<file path="config.mk">
export PLATFORM = sky130hd
export DESIGN_NAME = pcrel_agen
export DESIGN_NICKNAME = d
export VERILOG_FILES = /design/src/rtl/pcrel_pkg.sv /design/src/rtl/pcrel_hi_gen.sv /design/src/rtl/pcrel_lo_gen.sv /design/src/rtl/pcrel_near_gen.sv /design/src/rtl/pcrel_agen.sv
export SDC_FILE = /design/constraint.sdc
export NUM_CORES = 1
export LEC_CHECK = 0
export BUFFER_PORTS_ARGS = -buffer_cell sky130_fd_sc_hd__buf_2
export CORE_MARGIN = 10
export CORE_UTILIZATION = 45
export DETAILED_ROUTE_END_ITERATION = 10
export PLACE_DENSITY = 0.72
export SLEW_MARGIN = 15
export SYNTH_ARGS = -nofsm -noshare
export SYNTH_HDL_FRONTEND = slang
export SYNTH_SLANG_ARGS = --single-unit
</file>
<file path="constraint.sdc">
create_clock -name vclk -period 4.3
set_input_delay 0.43 -clock vclk [all_inputs]
set_output_delay 0.43 -clock vclk [all_outputs]
set_load 0.005 [all_outputs]
</file>
<file path="src/rtl/pcrel_pkg.sv">
package pcrel_pkg;

    localparam int ADDR_W  = 32;
    localparam int IMM_W   = 21;
    localparam int LO_W    = 11;
    localparam int NEAR_SH = 2;
    localparam int HI_SH   = ADDR_W - IMM_W;

    typedef enum logic [1:0] {
        PCR_HI   = 2'd0,
        PCR_LO   = 2'd1,
        PCR_NEAR = 2'd2,
        PCR_RSV  = 2'd3
    } pcr_mode_e;

    typedef struct packed {
        logic [ADDR_W-1:0] addr;
        logic              misalign;
    } pcr_res_t;

    function automatic logic [ADDR_W-1:0] sext_lo(input logic [LO_W-1:0] v);
        return {{(ADDR_W-LO_W){v[LO_W-1]}}, v};
    endfunction

    function automatic logic [ADDR_W-1:0] sext_imm(input logic [IMM_W-1:0] v);
        return {{(ADDR_W-IMM_W){v[IMM_W-1]}}, v};
    endfunction

endpackage

</file>
<file path="src/rtl/pcrel_hi_gen.sv">
module pcrel_hi_gen
    import pcrel_pkg::*;
#(
    parameter int AW = ADDR_W,
    parameter int IW = IMM_W
) (
    input  logic [AW-1:0] pc,
    input  logic [IW-1:0] imm,
    output pcr_res_t      res
);
    localparam int SH = AW - IW;

    logic [AW-1:0] upper;

    generate
        if (SH > 0) begin : g_pad
            assign upper = {imm, {SH{1'b0}}};
        end else begin : g_nopad
            assign upper = imm[AW-1:0];
        end
    endgenerate

    always_comb begin
        res.addr     = pc + upper;
        res.misalign = 1'b0;
    end
endmodule

</file>
<file path="src/rtl/pcrel_lo_gen.sv">
module pcrel_lo_gen
    import pcrel_pkg::*;
#(
    parameter int AW = ADDR_W,
    parameter int LW = LO_W
) (
    input  logic [AW-1:0] base,
    input  logic [LW-1:0] lo,
    output pcr_res_t      res
);
    logic [AW-1:0] lo_ext;

    assign lo_ext = {{(AW-LW){lo[LW-1]}}, lo};

    always_comb begin
        res.addr     = base + lo_ext;
        res.misalign = 1'b0;
    end
endmodule

</file>
<file path="src/rtl/pcrel_near_gen.sv">
module pcrel_near_gen
    import pcrel_pkg::*;
#(
    parameter int AW = ADDR_W,
    parameter int IW = IMM_W,
    parameter int SH = NEAR_SH
) (
    input  logic [AW-1:0] pc,
    input  logic [IW-1:0] imm,
    output pcr_res_t      res
);
    localparam int EXT = AW - IW - SH;

    logic [AW-1:0] offset;

    generate
        if (EXT > 0) begin : g_ext
            assign offset = {{EXT{imm[IW-1]}}, imm, {SH{1'b0}}};
        end else begin : g_trunc
            logic [IW+SH-1:0] wide;
            assign wide   = {imm, {SH{1'b0}}};
            assign offset = wide[AW-1:0];
        end
    endgenerate

    always_comb begin
        res.addr     = pc + offset;
        res.misalign = |pc[SH-1:0];
    end
endmodule

</file>
<file path="src/rtl/pcrel_agen.sv">
module pcrel_agen
    import pcrel_pkg::*;
(
    input  logic [ADDR_W-1:0] pc_i,
    input  logic [IMM_W-1:0]  imm_i,
    input  logic [ADDR_W-1:0] base_i,
    input  logic [1:0]        mode_i,
    output logic [ADDR_W-1:0] addr_o,
    output logic              misalign_o
);
    pcr_res_t  hi_res, lo_res, near_res, sel_res;
    pcr_mode_e mode;

    assign mode = pcr_mode_e'(mode_i);

    pcrel_hi_gen #(.AW(ADDR_W), .IW(IMM_W)) u_hi (
        .pc  (pc_i),
        .imm (imm_i),
        .res (hi_res)
    );

    pcrel_lo_gen #(.AW(ADDR_W), .LW(LO_W)) u_lo (
        .base (base_i),
        .lo   (imm_i[LO_W-1:0]),
        .res  (lo_res)
    );

    pcrel_near_gen #(.AW(ADDR_W), .IW(IMM_W), .SH(NEAR_SH)) u_near (
        .pc  (pc_i),
        .imm (imm_i),
        .res (near_res)
    );

    always_comb begin
        unique case (mode)
            PCR_HI:   sel_res = hi_res;
            PCR_LO:   sel_res = lo_res;
            PCR_NEAR: sel_res = near_res;
            default:  sel_res = '0;
        endcase
    end

    assign addr_o     = sel_res.addr;
    assign misalign_o = sel_res.misalign;
endmodule

</file>
; Word-level counts from Yosys, hierarchy flattened
; Index checks and enable logic that the tools add are counted.
[word_totals]
mem_bits_ro = 0
n_memories = 0
mem_bits_rw = 0
latchBits = 0
in_bits = 87
reg_bits = 0
[op_classes]
add_sub_neg = 3
n_bitwise = 0
n_eq_ne = 2
n_reduce_logical = 2
n_mux = 1
shifts = 0
n_mul = 0
div = 0
n_lt_le_gt_ge = 0
[op_table]
columns = operator, count
row1 = $pmux 33 s3, 1
row2 = $add 32x32->32, 3
row3 = $eq 2x1->1 const B, 1
row4 = $eq 2x2->1 const B, 1
row5 = $logic_not 2->1, 1
row6 = $reduce_or 2->1, 1

; Logic depth before layout (Yosys ltp)
[depth]
depth_word = 2
mapped_depth = 12

; Modules after synthesis
; Synthesis repeated with hierarchy kept, for this count alone.
[unflattened]
hier_cells = 729
area_unflattened_um2 = 5671.7
[by_module_without_submodules]
columns = mod, area_per_inst_um2, cells_per_inst, n_inst, seq_area_each_um2
row1 = pcrel_near_gen, 1859.3, 258, 1, 0.0
row2 = pcrel_lo_gen, 1755.4, 243, 1, 0.0
row3 = pcrel_hi_gen, 1097.3, 149, 1, 0.0
row4 = pcrel_agen, 959.7, 79, 1, 0.0

; Worst setup path after synthesis
; OpenSTA, ideal clock, no wires.
[synth_path]
kind = input port to output port
startpoint = in imm_i[0]
endpoint = out addr_o[24]
slack_ns = 0.954
required_time_ns = 3.870
arrival_ns = 2.916
cell_stages = 11
path_cell_list = ha_1 > fa_1 > a211oi_1 > o21ai_0 > a31oi_1 > o41a_1 > o21ai_0 > a211oi_1 > o21ai_0 > xnor2_1 > o211ai_1
[synth_between]
elab_chain_cells = 2
word_cells_on_any_way = 4
[synth_lines]
columns = item, line
row1 = start: declaration, pcrel_agen.sv:5  ; input logic [IMM_W-1:0] imm_i,
row2 = "$add 32x32->32, on equally long branches", "pcrel_near_gen.sv:27, pcrel_hi_gen.sv:24, pcrel_lo_gen.sv:16"
row3 = $pmux 33 s3 (*), pcrel_agen.sv:35  ; unique case (mode)
row4 = end: declaration, pcrel_agen.sv:8  ; output logic [ADDR_W-1:0] addr_o,
; Mark *: on every way between the ends. The rest lies on a longest branch, timed or not.

; Worst setup path after layout
[layout_path]
startpoint = in pc_i[2]
endpoint = out addr_o[24]
[layout_between]
elab_chain_cells = 2
word_cells_on_any_way = 3
[layout_lines]
columns = item, line
row1 = start: declaration, pcrel_agen.sv:4  ; input logic [ADDR_W-1:0] pc_i,
row2 = "$add 32x32->32, on equally long branches", "pcrel_near_gen.sv:27, pcrel_hi_gen.sv:24"
row3 = $pmux 33 s3 (*), pcrel_agen.sv:35
; Marked as above.

==> qor.yml <==
status: "completed"
die_w_microns: 123
nNetsFinal: 951
syn_nets: 855
crit_top_cell: "buf_2"
core_sq_um: 10300
pwr_density_cell_nw_per_um2: 167
fin_setup_tns_ns: 0
groute.usage.overall_pct: 21.5
nFlopsAndLatches: 0
avgSynthCellArea_sq_um: 6.97
start_util_pct: 46.2
tightest_slew_ns: 0.710
critical_path.startpoint_type: "input pin"
period_needed_ns: 3.98
grt_pass1_wl_microns: 27500
portBuffers: 120
yosys.area_share.simple_pct: 19.1
synthMuxAreaShare_pct: 1.89
critPathCaptureType: "output pin"
synth_compound_area_share_pct: 40.8
min_path_type: "input pin to output pin"
ant_nets: 0
crit_type: "input pin to output pin"
crit_path_top_delay_cell: "fa_1"
drv_cap: 0
vdd_ir_drop_max_v: 0.0000757
clock_buffers: 0
dr.pass1.iters: 5
area_delta_synth_final_pct: 14.4
synth_fa_ha_area_share_pct: 22.2
max_freq_mhz: 251
yosys_warnings: 0
cp_top_family: "compound AO/OA/AOI/OAI gates"
die_h_microns: 123
via_per_inst: 6.17
p_leak_nw: 2.65
yosysSeqAreaShare_pct: 0
crit_chain: "buf_2 > ha_1 > fa_1 > a211oi_1 > o21a_1 > nor3_1 > a41o_1 > o21ai_1 > o21ai_0 > a31oi_1 > mux2i_1 > o211ai_1 > buf_2"
n_fill_cell: 1044
place_congestion: 0.973
relSlewSlack_pct: 52.5
drc: 0
drive_gt1_share_pct: 17.8
synth.distinct_cells: 67
io_pins: 120
regArea_sq_um: 0
grt_pass1_vias: 5483
synth-xor-area-share_pct: 11.7
synthCells: 685
setup_viol: 0
crit_fanout: 4
critPathBufInv: 2
rsz0062_at_grt: "false"
report.final.slew_viol_count: 0
slowest_delay_ns: 0.45
syn_area_sq_um: 4770
finalHoldViolCount: 0
synth_area_leaders: "ha_1, xnor2_1, a21oi_1"
grt_max_degree: 34
overflow: 0
fin_crit_sh_pct: 92.7
rows: 37
cp_data_arrival_time_ns: 3.55
post-route-util_pct: 52.9
antenna_found_initial: 0
antenna_cells: 0
synth_top_family_by_area: "compound AO/OA/AOI/OAI gates"
vias: 5643
synth_commonest_cells: "a21oi_1, ha_1, nor2_1, nand2_1, o21ai_0"
yosys.area.top_type: "ha_1"
dieArea_sq_um: 15100
drt_iter0_drc: 378
worst_ep_required_time_ns: 3.87
avgRoutedWirePerCell_microns: 18.5
multi_input_area_sq_um: 4580
dp_hpwl_microns: 14300
wl_microns: 16900
synth_top_area_share_pct: 21.0
==> worst min-delay path, cell delays in order <==
cell	delay [ns]
buf_2	0.09
inv_1	0.05
a21oi_1	0.06
buf_2	0.12
==> report_power, final <==
part	total, mW	internal [mW]	leakage, nW	switching, mW
combinational	0.913	0.390	2.65	0.523
clock	0	0	0	0
sequential	0	0	0	0
total	0.913	0.390	2.65	0.523
==> per-stage QoR <==
stage | power (mW) | instances | cell area [sq um] | hold slack [ns] | worst slack, ns
2_1_floorplan | 0.624 | 685 | 4770 | 0.969 | 0.954
3_3_place_gp | 0.877 | 915 | 5450 | 1.18 | 0.388
3_5_place_dp | 0.890 | 915 | 5450 | 1.19 | 0.328
4_1_cts | 0.897 | 915 | 5450 | 1.19 | 0.316
5_1_grt | 1.01 | 915 | 5460 | 1.20 | 0.0255
6_report | 0.913 | 915 | 5460 | 1.19 | 0.316
==> cells in the final DEF, fill, tap and decap left out, types with 3 or more instances in the layout <==
cell and count:
buf_2 120, a21oi_1 80, ha_1 80, nor2_1 50
nand2_1 48, o21ai_0 48, xnor2_1 47, a21o_1 42
inv_1 26, nand3_1 19, xor2_1 17, a211oi_1 16
o22ai_1 15, o21bai_1 15, nor3_1 9, mux2i_1 9
and3_1 9, nor2b_1 7, a31oi_1 7, o31ai_1 7
o211ai_1 7, and2_1 6, nand2b_1 6, nand4_1 6
o21a_1 6, and4_1 5, o31a_1 5, a211o_1 4
a41oi_1 3, a2111oi_0 3, o311ai_0 3, or2_2 3
o2111ai_1 3, fa_1 3
==> final cells by class <==
type | instances | area share [%]
Tap cell | 136 | 3.12
Timing Repair Buffer | 122 | 11.3
Multi-Input combinational cell | 631 | 83.8
Inverter | 26 | 1.79
==> cell families (layout without fill, tap and decap cells) <==
family,Yosys count,after routing
AO/OA/AOI/OAI,292,292
XOR/XNOR,64,64
adder cells (fa/ha/maj),83,83
buffers and inverters,54,148
multiplexers,9,9
AND/OR/NAND/NOR,183,183
==> worst paths after layout <==
path	from	end	slack [ns]	cells past startpoint
worst max-delay path	pc_i[2]	addr_o[24]	0.32	13
worst min-delay path	pc_i[0]	misalign_o	1.19	4
==> metal layers <==
layer  wire length (microns)  global-route usage (%)  up-vias
li1                        -                       -     2794
met1                    7420                    29.3     2591
met2                    7770                    36.3      230
met3                    1420                    2.28       28
met4                     284                    3.13        0
met5                       0                       0        -
==> timing repair <==
action | in CTS | in global routing
gates resized for setup | 0 | 1
buffers inserted | 0 | 0
setup endpoints to repair | 0 | 1
hold buffers | 0 | 0
(Power assumes the default switching activity.)
